File: src/rtl/pkalu_pkg.sv
package pkalu_pkg;
    localparam int OPW = 4;

    typedef enum logic [OPW-1:0] {
        OP_ANDN  = 4'd0,
        OP_ORN   = 4'd1,
        OP_XNOR  = 4'd2,
        OP_PACK  = 4'd3,
        OP_PACKU = 4'd4,
        OP_PACKH = 4'd5,
        OP_MIN   = 4'd6,
        OP_MAX   = 4'd7,
        OP_MINU  = 4'd8,
        OP_MAXU  = 4'd9,
        OP_SEXTB = 4'd10,
        OP_SEXTH = 4'd11
    } pk_op_e;
endpackage

File: src/rtl/pkalu_logic.sv
module pkalu_logic #(
    parameter int DW = 64
) (
    input  logic [DW-1:0] a,
    input  logic [DW-1:0] b,
    output logic [DW-1:0] and_inv,
    output logic [DW-1:0] or_inv,
    output logic [DW-1:0] equiv
);
    logic [DW-1:0] b_n;

    assign b_n     = ~b;
    assign and_inv = a & b_n;
    assign or_inv  = a | b_n;
    assign equiv   = a ^ b_n;
endmodule

File: src/rtl/pkalu_pack.sv
module pkalu_pack #(
    parameter int DW = 64
) (
    input  logic [DW-1:0] a,
    input  logic [DW-1:0] b,
    input  logic          upper,
    input  logic          word,
    output logic [DW-1:0] half_res,
    output logic [DW-1:0] byte_res,
    output logic          word_bad
);
    localparam int HW = DW / 2;

    logic [DW-1:0] full_res;
    logic [DW-1:0] word_res;

    assign full_res = upper ? {b[DW-1:HW], a[DW-1:HW]} : {b[HW-1:0], a[HW-1:0]};
    assign byte_res = {{(DW-16){1'b0}}, b[7:0], a[7:0]};

    generate
        if (DW >= 64) begin : g_word
            logic [31:0] w32;
            assign w32      = upper ? {b[31:16], a[31:16]} : {b[15:0], a[15:0]};
            assign word_res = {{(DW-32){w32[31]}}, w32};
            assign word_bad = 1'b0;
        end else begin : g_noword
            assign word_res = '0;
            assign word_bad = word;
        end
    endgenerate

    assign half_res = word ? word_res : full_res;
endmodule

File: src/rtl/pkalu_cmp.sv
module pkalu_cmp #(
    parameter int DW = 64
) (
    input  logic [DW-1:0] a,
    input  logic [DW-1:0] b,
    input  logic          is_signed,
    input  logic          take_max,
    output logic [DW-1:0] pick
);
    logic a_lt_b;

    always_comb begin
        if (is_signed) a_lt_b = $signed(a) < $signed(b);
        else           a_lt_b = a < b;
        if (take_max)  pick = a_lt_b ? b : a;
        else           pick = a_lt_b ? a : b;
    end
endmodule

File: src/rtl/pkalu_top.sv
module pkalu_top
    import pkalu_pkg::*;
#(
    parameter int DW = 64
) (
    input  logic          clk,
    input  logic          rst_n,
    input  logic [3:0]    in_op,
    input  logic          in_word,
    input  logic [DW-1:0] in_a,
    input  logic [DW-1:0] in_b,
    output logic [DW-1:0] out_result,
    output logic          out_illegal
);
    logic [DW-1:0] and_inv, or_inv, equiv;
    logic [DW-1:0] half_res, byte_res, pick;
    logic          word_bad;
    logic          cmp_signed, cmp_max;
    logic [DW-1:0] nxt_result;
    logic          nxt_illegal;

    assign cmp_signed = (in_op == OP_MIN) || (in_op == OP_MAX);
    assign cmp_max    = (in_op == OP_MAX) || (in_op == OP_MAXU);

    pkalu_logic #(.DW(DW)) u_logic (
        .a(in_a), .b(in_b),
        .and_inv(and_inv), .or_inv(or_inv), .equiv(equiv)
    );

    pkalu_pack #(.DW(DW)) u_pack (
        .a(in_a), .b(in_b),
        .upper(in_op == OP_PACKU), .word(in_word),
        .half_res(half_res), .byte_res(byte_res), .word_bad(word_bad)
    );

    pkalu_cmp #(.DW(DW)) u_cmp (
        .a(in_a), .b(in_b),
        .is_signed(cmp_signed), .take_max(cmp_max),
        .pick(pick)
    );

    always_comb begin
        nxt_result  = '0;
        nxt_illegal = 1'b0;
        case (in_op)
            OP_ANDN:  nxt_result = and_inv;
            OP_ORN:   nxt_result = or_inv;
            OP_XNOR:  nxt_result = equiv;
            OP_PACK,
            OP_PACKU: begin
                nxt_illegal = word_bad;
                nxt_result  = word_bad ? '0 : half_res;
            end
            OP_PACKH: nxt_result = byte_res;
            OP_MIN,
            OP_MAX,
            OP_MINU,
            OP_MAXU:  nxt_result = pick;
            OP_SEXTB: nxt_result = {{(DW-8){in_a[7]}}, in_a[7:0]};
            OP_SEXTH: nxt_result = {{(DW-16){in_a[15]}}, in_a[15:0]};
            default:  nxt_illegal = 1'b1;
        endcase
    end

    always_ff @(posedge clk or negedge rst_n) begin
        if (!rst_n) begin
            out_result  <= '0;
            out_illegal <= 1'b0;
        end else begin
            out_result  <= nxt_result;
            out_illegal <= nxt_illegal;
        end
    end
endmodule

File: config.mk
export PLATFORM = sky130hd
export DESIGN_NAME = pkalu_top
export DESIGN_NICKNAME = d
export VERILOG_FILES = /design/src/rtl/pkalu_pkg.sv /design/src/rtl/pkalu_logic.sv /design/src/rtl/pkalu_pack.sv /design/src/rtl/pkalu_cmp.sv /design/src/rtl/pkalu_top.sv
export SDC_FILE = /design/constraint.sdc
export NUM_CORES = 1
export LEC_CHECK = 0
export BUFFER_PORTS_ARGS = -buffer_cell sky130_fd_sc_hd__buf_2
export CORE_MARGIN = 10
export CORE_UTILIZATION = 58
export CTS_CLUSTER_DIAMETER = 120
export DETAILED_ROUTE_END_ITERATION = 16
export GPL_TIMING_DRIVEN = 0
export PLACE_DENSITY = 0.86
export SLEW_MARGIN = 20
export SYNTH_ARGS = -nofsm -noshare
export SYNTH_HDL_FRONTEND = slang
export SYNTH_SLANG_ARGS = --single-unit
File: constraint.sdc
create_clock -name clk -period 0.9 [get_ports clk]
set_input_delay 0.135 -clock clk [delete_from_list [all_inputs] [get_ports clk]]
set_output_delay 0.135 -clock clk [all_outputs]
set_load 0.01 [all_outputs]
==> impl.org <==
** Min path
- For hold timing, the worst endpoint is out_result[12]$_DFF_PN0_.
- Hold Startpoint :: in_b[12]
- Hold WC Path Type :: in2reg
- Cell depth of the worst min-delay path :: 2

** Routing
- The first detailed-routing pass took 8 iterations.
- Avg Vias per Cell :: 6.93
- Summed over all layers, the routed wires come to 35,900 µm.
- Routed wire per std cell :: 26.2 µm
- Number of routed nets with antenna violations :: 0
- In this run, the number of DRC markers left after iteration 0 of detailed routing was 1,530.
- DRC Markers :: 0
- Number of vias after detailed routing :: 9,499

** Power
- Logic pwr share :: 0.439
- Of the total power, the share spent switching nets is 0.369.
- The worst-case IR drop observed on VDD is 0.824 mV.
- Clock Power Share :: 0.273
- Summed over all cells, the static leakage comes to 0.00510 µW.
- The share of total power dissipated in sequential elements is 0.289.
- PwrDens :: 1200 nW/µm²
- Summed over all nets, the switching power comes to 4500 µW.
- Internal portion of total power :: 7710 µW
- Total power consumption of the routed design :: 12,200 µW

** Timing
- Tcrit/Tclk final :: 3.12
- Slew Viols, Final :: 0
- At the pin with the least slew margin, the transition time is 0.911 ns.
- Setup violations remaining at the end of the flow were counted as 129.
- In this run the tightest slew margin relative to its limit is 0.387.
- Setup repair after global routing missed its margin :: yes
- Hold violation count in the final report :: 0
- Max Fclk :: 357 MHz
- Minimum period implied by the final worst setup slack :: 2.80 ns
- On the final layout, the worst hold slack is 0.0325 ns.
- Final critical-path setup slack :: -1.90 ns

** Yosys
- Area leader, netlist :: dfrtp_1
- Cell variety after synth :: 48
- Cell count after synthesis :: 952
- When the netlist entered floorplanning its net count stood at 1,215.
- Total of warnings raised by yosys :: 0
- Mapped Area :: 7800 µm²
- The share of the Yosys chip area taken by registers is 0.208.
- Synth top area cells :: dfrtp_1 21%, ha_1 21%, a221o_1 8.3%
- Average cell area after synthesis :: 8.20 µm²
- Among all flip-flop cells after synthesis, the most frequent one is dfrtp_1.
- The share of synthesized area in the top cell type comes to 0.208.
- FFs w/ async S/R, synth :: 1.00
- EDFF count, synth :: 0
- Number of register bits inferred by synthesis :: 65

** Clock tree
- Number of buffers inserted during clock tree synthesis :: 9
- TritonCTS built the clock tree.
- Counting every sink on the clock net gives 65.
- In this run the clock root is driven by a clkbuf_16.
- Clock slew seen by the registers of the worst setup and hold paths :: 0.05 ns
- Clock buffer depth :: 2
- The H-tree generated during clock tree synthesis spans 3 levels.

** Cells and area
- The library cell used most frequently in the layout, excluding fill and tap cells, is buf_2.
- Post-route standard cell area excluding fillers :: 10,200 µm²
- Most frequent cells in the layout :: 152 x buf_2, 116 x inv_1, 111 x ha_1
- Synthesis-to-layout area growth :: 30.7%
- Of the cells placed in the final design, the portion with a size suffix greater than 1 is 0.266.
- Final Util :: 0.773
- # nets final :: 1,448
- Filler cell count :: 965

** Setup path
- Of all nets on the critical path, the largest fanout is 6.
- Type of the setup path with the least slack :: in2reg
- STA classifies the critical path startpoint as a primary input.
- Type of destination of the critical path :: flop
- At the worst endpoint, the required time is 1.11 ns.
- Data arrival time of the critical path :: 3.01 ns

** GRT
- Congestion Overflow GR :: 0
- First-pass GRT wire length :: 51,400 µm
- The initial antenna violation count came to 7.
- Maximum number of pins on one net before global-route repair :: 38
- The via count of the first global-routing pass is 8,857.
- Global Route Usage Sum :: 0.360

** Floorplanning
- Std-Cell Rows :: 42
- Standard cell core area :: 13,200 µm²
- Measured along the y axis, the die boundary spans 136 µm.
- X dimension of the die :: 136 µm
- Die Outline Area :: 18,500 µm²
- For this configuration, the core starts out at a cell density of 0.592.
- Pin placement for this block handled 200 I/O pins.

** Outcome
- Violated checks :: negative setup slack
- Result of the run :: finished with violations

** Place
- Gp weighted congestion :: 1.05
- Prior to clock tree synthesis, the placed netlist has a worst setup slack of -2.47 ns.
- Summing all placed instances gives a cell area of 9170 µm².
- Quantity of I/O buffers inserted on ports :: 197
- Detailed Place HPWL :: 26,500 µm

** Flow run
- Reported max-cap violation count :: 0
## routing by layer
metal  part of all wire  global-route usage
met5             0.0031                   0
met4              0.061               0.206
met3               0.13               0.109
met2               0.44               0.550
met1               0.36               0.441
## worst max path at each step
stage,startpoint,endpoint,slack [ns],depth (start not counted)
finish,in_a[1],out_result[18]$_DFF_PN0_,-1.90,13
global route,in_a[0],out_result[18]$_DFF_PN0_,-1.93,13
CTS,in_b[13],out_result[18]$_DFF_PN0_,-1.82,12
detailed placement,in_b[13],out_result[18]$_DFF_PN0_,-2.47,12
global placement,in_b[18],out_result[18]$_DFF_PN0_,-2.46,12
floorplan,in_b[13],out_result[19]$_DFF_PN0_,-1.67,11
## cell usage after synthesis, drive strengths merged (12+ instances only)
cell	instances
a21oi	62
a221o	65
a221oi	43
a22oi	17
buf	15
clkbuf	53
dfrtp	65
ha	128
inv	128
mux2i	12
mux4	15
nand2	67
nand3	13
nand4	12
nor2	65
o2111ai	18
o21ai	108
## power groups by stage
stage                     logic (µW)  registers (µW)  clock network, µW
after floorplan                 2260            3800                  0
after CTS                       4800            3490               3320
after global routing            5680            3560               3400
final                           5360            3520               3330
after detailed placement        4520            3520                  0
after global placement          4460            3510                  0
## logic make-up after synthesis
family / Yosys count / share of synthesized area
AOI/OAI and AO/OA: 351 / 0.318
adders and majority gates: 128 / 0.205
DFF: 65 / 0.208
buffers and inverters: 196 / 0.102
xor gates and xnor gates: 2 / 0.00225
and+or+nand+nor: 183 / 0.103
muxes: 27 / 0.0603
## stage by stage
step / setup TNS [ns] / cells
global route: -125.84 / 1364
floorplan: -106.21 / 952
CTS: -116.87 / 1352
global placement: -184.78 / 1325
detailed placement: -152.32 / 1326
finish: -123.43 / 1370
## final cells by class
type | count | area (µm²) | share of cell area
tap | 176 | 220 | 0.0216
antenna | 6 | 15.0 | 0.00147
clock buffer | 11 | 253 | 0.0248
timing repair buffer | 222 | 1550 | 0.152
multi-input combinational | 691 | 5680 | 0.557
inverter | 128 | 485 | 0.0476
clock inverter | 3 | 17.5 | 0.00172
sequential | 65 | 1630 | 0.159
buffer | 68 | 357 | 0.0350
## critical path, stage by stage
cell       delay [ns]
buf_8            0.10
inv_4            0.05
ha_4             0.19
nor2b_4          0.12
o211ai_1         0.25
a2111oi_2        0.13
or4b_4           0.51
a211o_1          0.32
a21o_4           0.25
mux2i_4          0.23
buf_12           0.20
buf_12           0.13
a221o_1          0.37
## repair_timing
action,CTS,global route
gates resized for setup,67,45
hold buffers,1,0
endpoints found under the setup margin,129,162
hold endpoints to repair,28,0
gates cloned,0,3
setup buffers,11,9
pin swaps,2,6
## flip-flops by register name, indices dropped and copies added, names as in the netlist
name	count
out_illegal	1
out_result	64
No activity file was read; power rests on OpenSTA's default activity.
